$ cat config.mk
export PLATFORM = sky130hd
export DESIGN_NAME = serial_crc8
export DESIGN_NICKNAME = d
export VERILOG_FILES = /design/src/rtl/crc8_pkg.sv /design/src/rtl/crc8_next_logic.sv /design/src/rtl/crc8_state_reg.sv /design/src/rtl/crc8_zero_detect.sv /design/src/rtl/serial_crc8.sv
export SDC_FILE = /design/constraint.sdc
export NUM_CORES = 1
export LEC_CHECK = 0
export ABC_AREA = 1
export CAP_MARGIN = 20
export CORE_MARGIN = 1
export CORE_UTILIZATION = 30
export DETAILED_ROUTE_END_ITERATION = 7
export MAX_ROUTING_LAYER = met4
export PLACE_DENSITY = 0.59
export SLEW_MARGIN = 10
export SYNTH_ARGS = -nofsm -noshare
export SYNTH_HDL_FRONTEND = slang
export SYNTH_SLANG_ARGS = --single-unit
$ cat constraint.sdc
create_clock -name clk -period 2.1 [get_ports clk]
set_clock_uncertainty 0.2 [all_clocks]
set_input_delay 0.315 -clock clk [delete_from_list [all_inputs] [get_ports clk]]
set_output_delay 0.315 -clock clk [all_outputs]
set_load 0.02 [all_outputs]
$ cat src/rtl/crc8_pkg.sv
package crc8_pkg;
  localparam int          CRC8_W        = 8;
  localparam logic [7:0]  CRC8_POLY_REV = 8'h8C;

  // Feedback term of one serial step: incoming bit against the bit leaving the register.
  function automatic logic crc8_feedback(input logic lsb, input logic din);
    return lsb ^ din;
  endfunction
endpackage

$ cat src/rtl/crc8_next_logic.sv
module crc8_next_logic #(
  parameter int               WIDTH = 8,
  parameter logic [WIDTH-1:0] POLY  = 8'h8C
) (
  input  logic [WIDTH-1:0] cur_state,
  input  logic             din,
  output logic             fb,
  output logic [WIDTH-1:0] nxt_state
);
  import crc8_pkg::*;

  assign fb = crc8_feedback(cur_state[0], din);

  for (genvar i = 0; i < WIDTH; i++) begin : g_tap
    if (i == WIDTH - 1) begin : g_top
      assign nxt_state[i] = fb & POLY[i];
    end else begin : g_mid
      assign nxt_state[i] = cur_state[i+1] ^ (fb & POLY[i]);
    end
  end
endmodule

$ cat src/rtl/crc8_state_reg.sv
module crc8_state_reg #(
  parameter int WIDTH = 8
) (
  input  logic             clk,
  input  logic             rst_n,
  input  logic             clr,
  input  logic             load,
  input  logic [WIDTH-1:0] d,
  output logic [WIDTH-1:0] q
);
  always_ff @(posedge clk or negedge rst_n) begin
    if (!rst_n)     q <= '0;
    else if (clr)   q <= '0;
    else if (load)  q <= d;
  end
endmodule

$ cat src/rtl/crc8_zero_detect.sv
module crc8_zero_detect #(
  parameter int WIDTH = 8
) (
  input  logic [WIDTH-1:0] value,
  output logic             is_zero
);
  assign is_zero = ~|value;
endmodule

$ cat src/rtl/serial_crc8.sv
module serial_crc8 #(
  parameter int               WIDTH = crc8_pkg::CRC8_W,
  parameter logic [WIDTH-1:0] POLY  = crc8_pkg::CRC8_POLY_REV
) (
  input  logic             clk,
  input  logic             rst_n,
  input  logic             clr,
  input  logic             bit_en,
  input  logic             bit_in,
  output logic [WIDTH-1:0] crc_out,
  output logic             crc_zero
);
  logic [WIDTH-1:0] state_q;
  logic [WIDTH-1:0] state_d;
  logic             fb_bit;

  crc8_next_logic #(.WIDTH(WIDTH), .POLY(POLY)) u_next (
    .cur_state (state_q),
    .din       (bit_in),
    .fb        (fb_bit),
    .nxt_state (state_d)
  );

  crc8_state_reg #(.WIDTH(WIDTH)) u_reg (
    .clk   (clk),
    .rst_n (rst_n),
    .clr   (clr),
    .load  (bit_en),
    .d     (state_d),
    .q     (state_q)
  );

  crc8_zero_detect #(.WIDTH(WIDTH)) u_zero (
    .value   (state_q),
    .is_zero (crc_zero)
  );

  assign crc_out = state_q;
endmodule

==> run summary <==
The buffers inserted during post-CTS setup optimization came out at 0. Cells with a size suffix above 1 make up 12.31% of the layout. The number of endpoints with negative hold slack in the final report is 0. The post-synthesis net count is 54. The clock network latency to the later pin of the worst-skew pair is 250 ps. The total die area is 0.001449 mm2. The post-detailed-placement half-perimeter wirelength is 637.2 um. The final critical path time including I/O delays and setup is 1816 ps. The ratio of routed vias to standard cells came out at 4.696.

The worst setup path is of the reg2out kind. The maximum level of the CTS H-tree came out at 1. The average instance area after synthesis is 7.967 um2.

The average wire per cell in the routed design is 10.70 um. The longest clock path from root to sink contains 2 buffers. CTS placed an instance of sky130_fd_sc_hd__clkbuf_4 at the clock tree root. The capturing element type of the critical path is an output port. The largest registers in the layout are u_reg.q (8). Data on the critical path arrives at its endpoint at 1300 ps. After detailed routing, the number of remaining DRC violations is 0. Compared with the post-synthesis result, the final layout area differs by 43.27%. In this run the remaining antenna-violating nets after routing total 0. The initial core utilization is 33.77%.

The clock-pin transition on the worst setup and hold timing paths is 60 ps. Synthesis handed over a netlist of 49 instances. The number of max-slew violations in the final report is 0. Measured against its own limit, the worst slew margin works out to 74.92%.

The minimum setup slack in the final design came out at 284.4 ps. TritonCTS built the clock tree. In the layout the commonest cells are sky130_fd_sc_hd__clkdlybuf4s50_1 (12), sky130_fd_sc_hd__nand2_1 (10), sky130_fd_sc_hd__nand3_1 (9).

The core region area came out at 0.001156 mm2. The flop and latch count out of synthesis came out at 8. The leakage power of the design is 0.2568 nW. The number of ports placed on the die boundary came out at 14. The tightest min-delay check is of the in2async type. The multi-input combinational cell area is 152.6 um2.

The number of global-route vias before repair is 312. The largest net degree at the start of global routing is 9. Setup repair after global routing left no endpoint under its margin. The post-route total power came out at 0.0003516 W. In this run the vertical extent of the chip is 38.07 um.

The worst slack at placement came out at 283.5 ps. The number of setup violations in the final report is 0. The number of buffers inserted during clock tree synthesis is 3.

The first global-routing pass estimated 1.373 mm of wire. For this design the ratio of total power to cell area is 628.7 mW/mm2. The initial detailed-routing violation count came out at 7. The maximum VDD drop is 0.0003793 V. After routing, the total negative slack on setup checks comes to 0 ps.

Registers take 200.2 um2. The final net count came out at 72. The count of buffers added on input and output ports is 13. In the global route stage, overall resource usage came out at 15.61%.

At the pin with the least slew margin, the transition time is 375.0 ps. The number of flip-flops in the largest register is 8. The floorplan has 12 rows. The final weighted congestion in routability-driven placement is 0.7740. The number of antenna violations at the first check in global routing came out at 0. Wires add up to 845 um. The final clock period utilization by the worst path came out at 86.46%. The critical path required time came out at 1580 ps. The routed layout has 371 vias.

For this run, the number of Yosys warnings is 0. The number of violations of the max-capacitance limit came out at 0. In this run the worst path has a maximum fanout of 5. Timing would allow up to 550.8 MHz. The horizontal die dimension is 38.07 um.

Summing every instance area after synthesis gives 390.4 um2. Fill cells in the final layout number 125. Of the synthesized area, sequential elements account for 51.28%. The most common cell after layout, fill and taps aside is sky130_fd_sc_hd__clkdlybuf4s50_1. After global routing the overflow that remains totals 0. The nature of the critical path startpoint is a flop. The run finished with clean final reports. The number of distinct library cell variants in the gate-level netlist after synthesis is 12. The number of antenna diodes in the final layout is 0. u_reg.q holds more flip-flops than any other register.

The first detailed-routing pass took 2 iterations. The clock sink count came out at 8.
## timing repair
item	in CTS	in global routing
setup endpoints to repair	1	0
hold buffers	0	0
resized for setup	1	0
## cells by family after synthesis
family	synth area share, %
and+or+nand+nor	30.45
buffers and inverters	9.616
DFF	51.28
AOI/OAI and AO/OA	8.653
## synth_stat cells
master                     number  area share (%)
sky130_fd_sc_hd__o22ai_1        3             4.8
sky130_fd_sc_hd__nand2_1       10             9.6
sky130_fd_sc_hd__nand3_1        9              12
sky130_fd_sc_hd__inv_2          3             2.9
sky130_fd_sc_hd__nand3b_1       1             1.9
sky130_fd_sc_hd__o21ai_0        2             2.6
sky130_fd_sc_hd__nor2_4         1             2.9
sky130_fd_sc_hd__nor2_2         1             1.6
sky130_fd_sc_hd__dfrtp_1        8              51
sky130_fd_sc_hd__o21ai_1        1             1.3
sky130_fd_sc_hd__inv_1          7             6.7
sky130_fd_sc_hd__nor2_1         3             2.9
## metrics by stage
step / hold slack (ps) / cells / instance area [um2] / util (%)
global route: 178.6 / 79 / 559.3 / 48.38
finish: 141.3 / 79 / 559.3 / 48.38
floorplan: -180.6 / 49 / 390.4 / -
global placement: 328.6 / 76 / 538.0 / 46.54
CTS: 156.4 / 79 / 559.3 / 48.38
detailed placement: 327.8 / 76 / 538.0 / 46.54
## critical path, cell delays in order, from the launching register on
cell and delay, ps:
sky130_fd_sc_hd__dfrtp_1 420, sky130_fd_sc_hd__inv_1 120, sky130_fd_sc_hd__nand3_1 90, sky130_fd_sc_hd__nor2_1 90
sky130_fd_sc_hd__dlygate4sd2_1 330
## path summary, 6_finish.rpt
| check | from | to | slack, ps | cells past startpoint |
|---|---|---|---|---|
| setup / recovery | u_reg.q[0]$_DFFE_PN0P_ | crc_zero | 280 | 4 |
| hold / removal | rst_n | u_reg.q[2]$_DFFE_PN0P_ | 140 | 1 |
| setup reg to reg | u_reg.q[0]$_DFFE_PN0P_ | u_reg.q[3]$_DFFE_PN0P_ | 950 | 5 |
| hold reg to reg | u_reg.q[2]$_DFFE_PN0P_ | u_reg.q[2]$_DFFE_PN0P_ | 340 | 2 |
| max in group asynchronous | rst_n | u_reg.q[6]$_DFFE_PN0P_ | 1290 | 1 |
| min in group clk | u_reg.q[2]$_DFFE_PN0P_ | u_reg.q[2]$_DFFE_PN0P_ | 340 | 2 |
## layer usage
layer / global-route usage [%] / wire (um) / vias to the layer above
li1: - / - / 195
met4: 16.07 / 35 / 0
met1: 20.90 / 453 / 160
met2: 18.22 / 301 / 12
met5: - / 0 / -
met3: 3.488 / 55 / 4
## power breakdown
group	switching, W	total [W]	internal [W]	leakage, nW
Combinational	0.0000373	0.0000669	0.0000296	0.134
Clock	0.0000541	0.000120	0.0000655	0.0138
Sequential	0.00000499	0.000165	0.000160	0.109
## layout make-up
class | count | share of cell area, %
Inverter | 10 | 6.711
Timing Repair Buffer | 13 | 23.04
Multi-Input combinational cell | 31 | 27.29
Tap cell | 14 | 3.132
Clock buffer | 3 | 4.027
Sequential cell | 8 | 35.79
Power figures use the tool's default switching activity.
